### src/rtl/bound_guard_pkg.sv
package bound_guard_pkg;
    typedef enum logic [1:0] {
        CAUSE_NONE  = 2'b00,
        CAUSE_RANGE = 2'b01,
        CAUSE_PRIV  = 2'b10
    } cause_e;
endpackage

### src/rtl/bound_guard_regs.sv
module bound_guard_regs #(
    parameter int unsigned AW = 32
) (
    input  logic          clk,
    input  logic          rst_n,
    input  logic          we,
    input  logic          sel,
    input  logic          user,
    input  logic [AW-1:0] data,
    output logic [AW-1:0] base_q,
    output logic [AW-1:0] limit_q
);
    typedef struct packed {
        logic [AW-1:0] base;
        logic [AW-1:0] limit;
    } regs_t;

    regs_t r_d, r_q;

    // Only kernel mode may load the window registers.
    always_comb begin
        r_d = r_q;
        if (we && !user) begin
            if (sel) r_d.limit = data;
            else     r_d.base  = data;
        end
    end

    always_ff @(posedge clk or negedge rst_n) begin
        if (!rst_n) r_q <= '0;
        else        r_q <= r_d;
    end

    assign base_q  = r_q.base;
    assign limit_q = r_q.limit;
endmodule

### src/rtl/bound_guard_check.sv
module bound_guard_check #(
    parameter int unsigned AW    = 32,
    parameter bit          RELOC = 1'b0
) (
    input  logic          req,
    input  logic          user,
    input  logic [AW-1:0] addr,
    input  logic [AW-1:0] base,
    input  logic [AW-1:0] limit,
    output logic          fwd,
    output logic [AW-1:0] phys,
    output logic          range_err
);
    logic          in_win;
    logic [AW-1:0] mapped;

    generate
        if (RELOC) begin : g_reloc
            logic [AW:0] sum;
            always_comb begin
                sum    = {1'b0, base} + {1'b0, addr};
                in_win = (addr <= limit) && !sum[AW];
                mapped = sum[AW-1:0];
            end
        end else begin : g_check
            logic [AW:0] top;
            always_comb begin
                top    = {1'b0, base} + {1'b0, limit};
                in_win = (addr >= base) && ({1'b0, addr} <= top);
                mapped = addr;
            end
        end
    endgenerate

    always_comb begin
        if (!user) begin
            fwd       = req;
            phys      = addr;
            range_err = 1'b0;
        end else begin
            fwd       = req && in_win;
            phys      = mapped;
            range_err = req && !in_win;
        end
    end
endmodule

### src/rtl/bound_guard_trap.sv
module bound_guard_trap
    import bound_guard_pkg::*;
#(
    parameter int unsigned AW = 32
) (
    input  logic          clk,
    input  logic          rst_n,
    input  logic          range_err,
    input  logic          priv_err,
    input  logic [AW-1:0] addr,
    output logic          trap,
    output logic [1:0]    cause,
    output logic [AW-1:0] trap_addr
);
    typedef struct packed {
        logic          hit;
        cause_e        why;
        logic [AW-1:0] where;
    } trap_t;

    trap_t t_d, t_q;

    // Privilege faults take precedence over range faults.
    always_comb begin
        t_d     = t_q;
        t_d.hit = range_err || priv_err;
        if (priv_err)       t_d.why = CAUSE_PRIV;
        else if (range_err) t_d.why = CAUSE_RANGE;
        else                t_d.why = CAUSE_NONE;
        if (range_err || priv_err) t_d.where = addr;
    end

    always_ff @(posedge clk or negedge rst_n) begin
        if (!rst_n) t_q <= '{hit: 1'b0, why: CAUSE_NONE, where: '0};
        else        t_q <= t_d;
    end

    assign trap      = t_q.hit;
    assign cause     = t_q.why;
    assign trap_addr = t_q.where;
endmodule

### src/rtl/bound_guard.sv
module bound_guard #(
    parameter int unsigned AW    = 32,
    parameter bit          RELOC = 1'b0
) (
    input  logic          clk,
    input  logic          rst_n,
    input  logic          req_i,
    input  logic          user_i,
    input  logic [AW-1:0] addr_i,
    input  logic          cfg_we_i,
    input  logic          cfg_sel_i,
    input  logic [AW-1:0] cfg_data_i,
    output logic          mem_req_o,
    output logic [AW-1:0] mem_addr_o,
    output logic          trap_o,
    output logic [1:0]    trap_cause_o,
    output logic [AW-1:0] trap_addr_o
);
    logic [AW-1:0] base_w;
    logic [AW-1:0] limit_w;
    logic          range_w;
    logic          priv_w;

    assign priv_w = cfg_we_i && user_i;

    bound_guard_regs #(.AW(AW)) u_regs (
        .clk     (clk),
        .rst_n   (rst_n),
        .we      (cfg_we_i),
        .sel     (cfg_sel_i),
        .user    (user_i),
        .data    (cfg_data_i),
        .base_q  (base_w),
        .limit_q (limit_w)
    );

    bound_guard_check #(.AW(AW), .RELOC(RELOC)) u_check (
        .req       (req_i),
        .user      (user_i),
        .addr      (addr_i),
        .base      (base_w),
        .limit     (limit_w),
        .fwd       (mem_req_o),
        .phys      (mem_addr_o),
        .range_err (range_w)
    );

    bound_guard_trap #(.AW(AW)) u_trap (
        .clk       (clk),
        .rst_n     (rst_n),
        .range_err (range_w),
        .priv_err  (priv_w),
        .addr      (addr_i),
        .trap      (trap_o),
        .cause     (trap_cause_o),
        .trap_addr (trap_addr_o)
    );
endmodule

### config.mk
export PLATFORM = sky130hd
export DESIGN_NAME = bound_guard
export DESIGN_NICKNAME = d
export VERILOG_FILES = /design/src/rtl/bound_guard_pkg.sv /design/src/rtl/bound_guard_regs.sv /design/src/rtl/bound_guard_check.sv /design/src/rtl/bound_guard_trap.sv /design/src/rtl/bound_guard.sv
export SDC_FILE = /design/constraint.sdc
export NUM_CORES = 1
export LEC_CHECK = 0
export ABC_AREA = 1
export BUFFER_PORTS_ARGS = -buffer_cell sky130_fd_sc_hd__buf_2
export CAP_MARGIN = 10
export CELL_PAD_IN_SITES_DETAIL_PLACEMENT = 0
export CELL_PAD_IN_SITES_GLOBAL_PLACEMENT = 2
export CORE_MARGIN = 2
export CORE_UTILIZATION = 32
export CTS_CLUSTER_SIZE = 12
export DETAILED_ROUTE_END_ITERATION = 6
export PLACE_DENSITY = 0.83
export SLEW_MARGIN = 30
export SYNTH_ARGS = -nofsm -noshare
export SYNTH_HDL_FRONTEND = slang
export SYNTH_SLANG_ARGS = --single-unit
export TNS_END_PERCENT = 50
### constraint.sdc
create_clock -name clk -period 4.2 [get_ports clk]
set_clock_uncertainty 0.15 [all_clocks]
set_input_delay 0.63 -clock clk [delete_from_list [all_inputs] [get_ports clk]]
set_output_delay 0.63 -clock clk [all_outputs]
set_load 0.02 [all_outputs]
==> results.yml <==
routing:
  drc: 0
  wl_per_cell_um: 15.1
  finalWirelength_um: 20400
  ant_nets: 0
  dr.pass1.iters: 4
  vias: 6329
  drtIter0Drc: 297
  vias_per_cell: 4.68
run_status:
  outcome: "finished with violations"
  violations: "negative setup slack"
sta:
  final.setup.tns_ns: -0.121
  setup_viol: 1
  finalHoldViolCount: 0
  fmax_ghz: 0.231
  period_share: 1.03
  layout_min_cycle_time_ns: 4.32
  rsz0062_at_grt: "true"
  drv_slew: 0
  fin_ws_ns: -0.121
  worstMarginPinSlew_ns: 0.754
  relSlewSlack: 0.497
logic_synthesis:
  synth_area_um2: 7200
  synth_edf_count: 0
  synthFlopType: "dfrtp_1"
  ys_seq_area_frac: 0.344
  yosys_register_bits: 99
  synth_area_leaders: "dfrtp_1 (34%), ha_1 (17%), nand2_1 (12%)"
  yosysMostFrequentCell: "nand2_1"
  synth-xor-area-share: 0.0353
  ys_types: 33
  synthMuxAreaShare: 0
  synth_common_cells: "nand2_1 (237), inv_1 (110), dfrtp_1 (99)"
  synth_top_family_by_area: "simple AND/OR/NAND/NOR gates"
  synth-adder-area-share: 0.170
  avgSynthCellArea_um2: 7.73
  synth_cells: 931
  synth-simple-area-share: 0.203
  yosysTopAreaCellShare: 0.344
  synth_largest_area_cell: "dfrtp_1"
  synth_compound_area_frac: 0.141
  async_flop_share: 1.00
  yosys_warnings: 0
  syn_nets: 1098
setup_path:
  r2r_start: "u_regs.base_q[0]$_DFFE_PN0P_"
  reg2reg_depth: 30
  worstSetupPathType: "flip-flop to primary output"
  cp-start-kind: "flip-flop"
  r2r_setup_slack_ns: 0.44
  worstPathArrival_ns: 3.54
  worstReg2RegEnd: "u_trap.trap_addr[12]$_DFFE_PN0P_"
  critPathMaxFanout: 2
  setup.worst_path.end_class: "primary output"
  crit_required_ns: 3.42
cts:
  clock_latency_ns: 0.36
  clock_sinks: 99
  clkTransAtPathRegs_ns: 0.07
  cts_tree: "yes"
  cts_root_buffer: "clkbuf_16"
  htree_levels: 3
  cts_buffer_depth: 2
  numCtsBuffers: 9
place:
  dp.cells: 1335
  pre_cts_ws_ns: -0.0467
  portBuffers: 137
  dpl.hpwl_um: 16300
  gp_congestion: 0.867
global_routing:
  grt_antenna_before_repair: 0
  grt_overflow: 0
  gr-usage-met1: 0.249
  grt_usage: 0.176
  grtUsageMet2: 0.284
  gr-usage-met3: 0.0225
  grt_pass1_wl_um: 33100
  grt_pass1_vias: 6307
  grt_max_degree: 65
  grt-busiest-layer: "met2"
floorplan:
  core_area_um2: 22000
  rows: 54
  initial_core_util: 0.328
  ios: 138
  die_area_um2: 23700
  die_h_um: 154
  die_w_um: 154
final_layout:
  fill_cells: 2351
  area_growth_syn_to_layout_pct: 22.1
  finalNonFillerCells: 1353
  drive_gt1_frac: 0.245
  nets: 1235
  antenna-diode-count: 0
power:
  p_per_area_nw_per_um2: 473
  ir_drop_mv: 0.168
  leakage_nw: 4.65
  total_power_mw: 4.16
job:
  drv_cap: 0
worst_hold_path:
  hold_class: "primary input to asynchronous set/reset pin"
worst max-delay path, stage by stage, from the launching register on:
cell and delay [ns]:
dfrtp_1 0.35, ha_1 0.16, inv_1 0.06, fa_2 0.36, o21ai_2 0.14, nand2_1 0.08, nand2_2 0.07, buf_4 0.13
a21oi_4 0.05, buf_4 0.16, o2111ai_2 0.18, xnor2_1 0.16, ha_1 0.27, a21oi_1 0.12, o21ai_0 0.09, nor2_1 0.10
o21ai_0 0.08, a21oi_1 0.15, nand2_1 0.06, nand2_1 0.06, nand2_2 0.09, a21boi_2 0.12, buf_4 0.14
layer usage:
metal  wire length, um  part of all wire
met1             10500              0.51
met4               256             0.013
met3               655             0.032
met2              9030              0.44
met5                 0                 0
worst max-delay path by stage:
stage / endpoint / slack [ns] / cells after the start / from
2_1_floorplan: mem_req_o / 0.12 / 24 / u_regs.base_q[0]$_DFFE_PN0P_
3_3_place_gp: mem_req_o / 0.02 / 21 / u_regs.base_q[15]$_DFFE_PN0P_
3_5_place_dp: mem_req_o / -0.05 / 21 / u_regs.base_q[15]$_DFFE_PN0P_
5_1_grt: mem_req_o / -0.42 / 28 / u_regs.base_q[0]$_DFFE_PN0P_
4_1_cts: mem_req_o / -0.20 / 25 / u_regs.limit_q[0]$_DFFE_PN0P_
6_report: mem_req_o / -0.12 / 22 / u_regs.base_q[0]$_DFFE_PN0P_
cell usage in the layout, fill, tap and decap left out, types with 8 or more instances in the layout:
cell type / n
nand2_2: 12
o21ai_0: 84
inv_1: 110
clkbuf_16: 9
dfrtp_1: 99
a21oi_2: 19
nor2_1: 36
a21oi_1: 50
ha_1: 84
nand4_1: 8
buf_4: 44
nor3_1: 8
xor2_1: 13
nand3_1: 47
xnor2_1: 15
nand2_1: 230
buf_2: 135
power breakdown:
part	internal (mW)	switching [mW]	total (mW)
clock	0.485	0.388	0.873
sequential	1.13	0.122	1.25
combinational	0.827	1.20	2.03
per-stage QoR:
step	hold WS [ns]	utilization	area, um^2
finish	0.185	0.400	8790
global route	0.253	0.400	8790
CTS	0.209	0.392	8620
detailed placement	0.331	0.373	8190
global placement	0.327	0.373	8190
floorplan	0.184	-	7200
state kept, by name, indices dropped and copies added, names as in the netlist:
register,flops
u_regs.limit_q,32
u_trap.cause,2
u_trap.trap_addr,32
u_regs.base_q,32
u_trap.trap,1
cell families (layout without fill, tap and decap cells):
kind of cell	count (synthesis)	after routing
AND/OR/NAND/NOR	354	354
adder cells (fa/ha/maj)	97	97
AO/OA/AOI/OAI	188	188
buffers and inverters	164	306
flip-flops	99	99
XOR/XNOR	29	29
layout make-up:
type	instances	area, um^2	share of cell area
Clock buffer	10	239	0.0272
Inverter	111	417	0.0474
Sequential cell	99	2480	0.282
Tap cell	280	350	0.0399
Timing Repair Buffer	179	1010	0.114
Clock inverter	6	72.6	0.00826
Multi-Input combinational cell	668	4230	0.481
repair_timing:
| item | CTS | global route |
|---|---|---|
| pin swaps | 6 | 9 |
| setup buffers | 2 | 0 |
| hold buffers | 0 | 0 |
| endpoints found under the setup margin | 1 | 9 |
| resized for setup | 26 | 40 |
No activity file was read; power rests on OpenSTA's default activity.
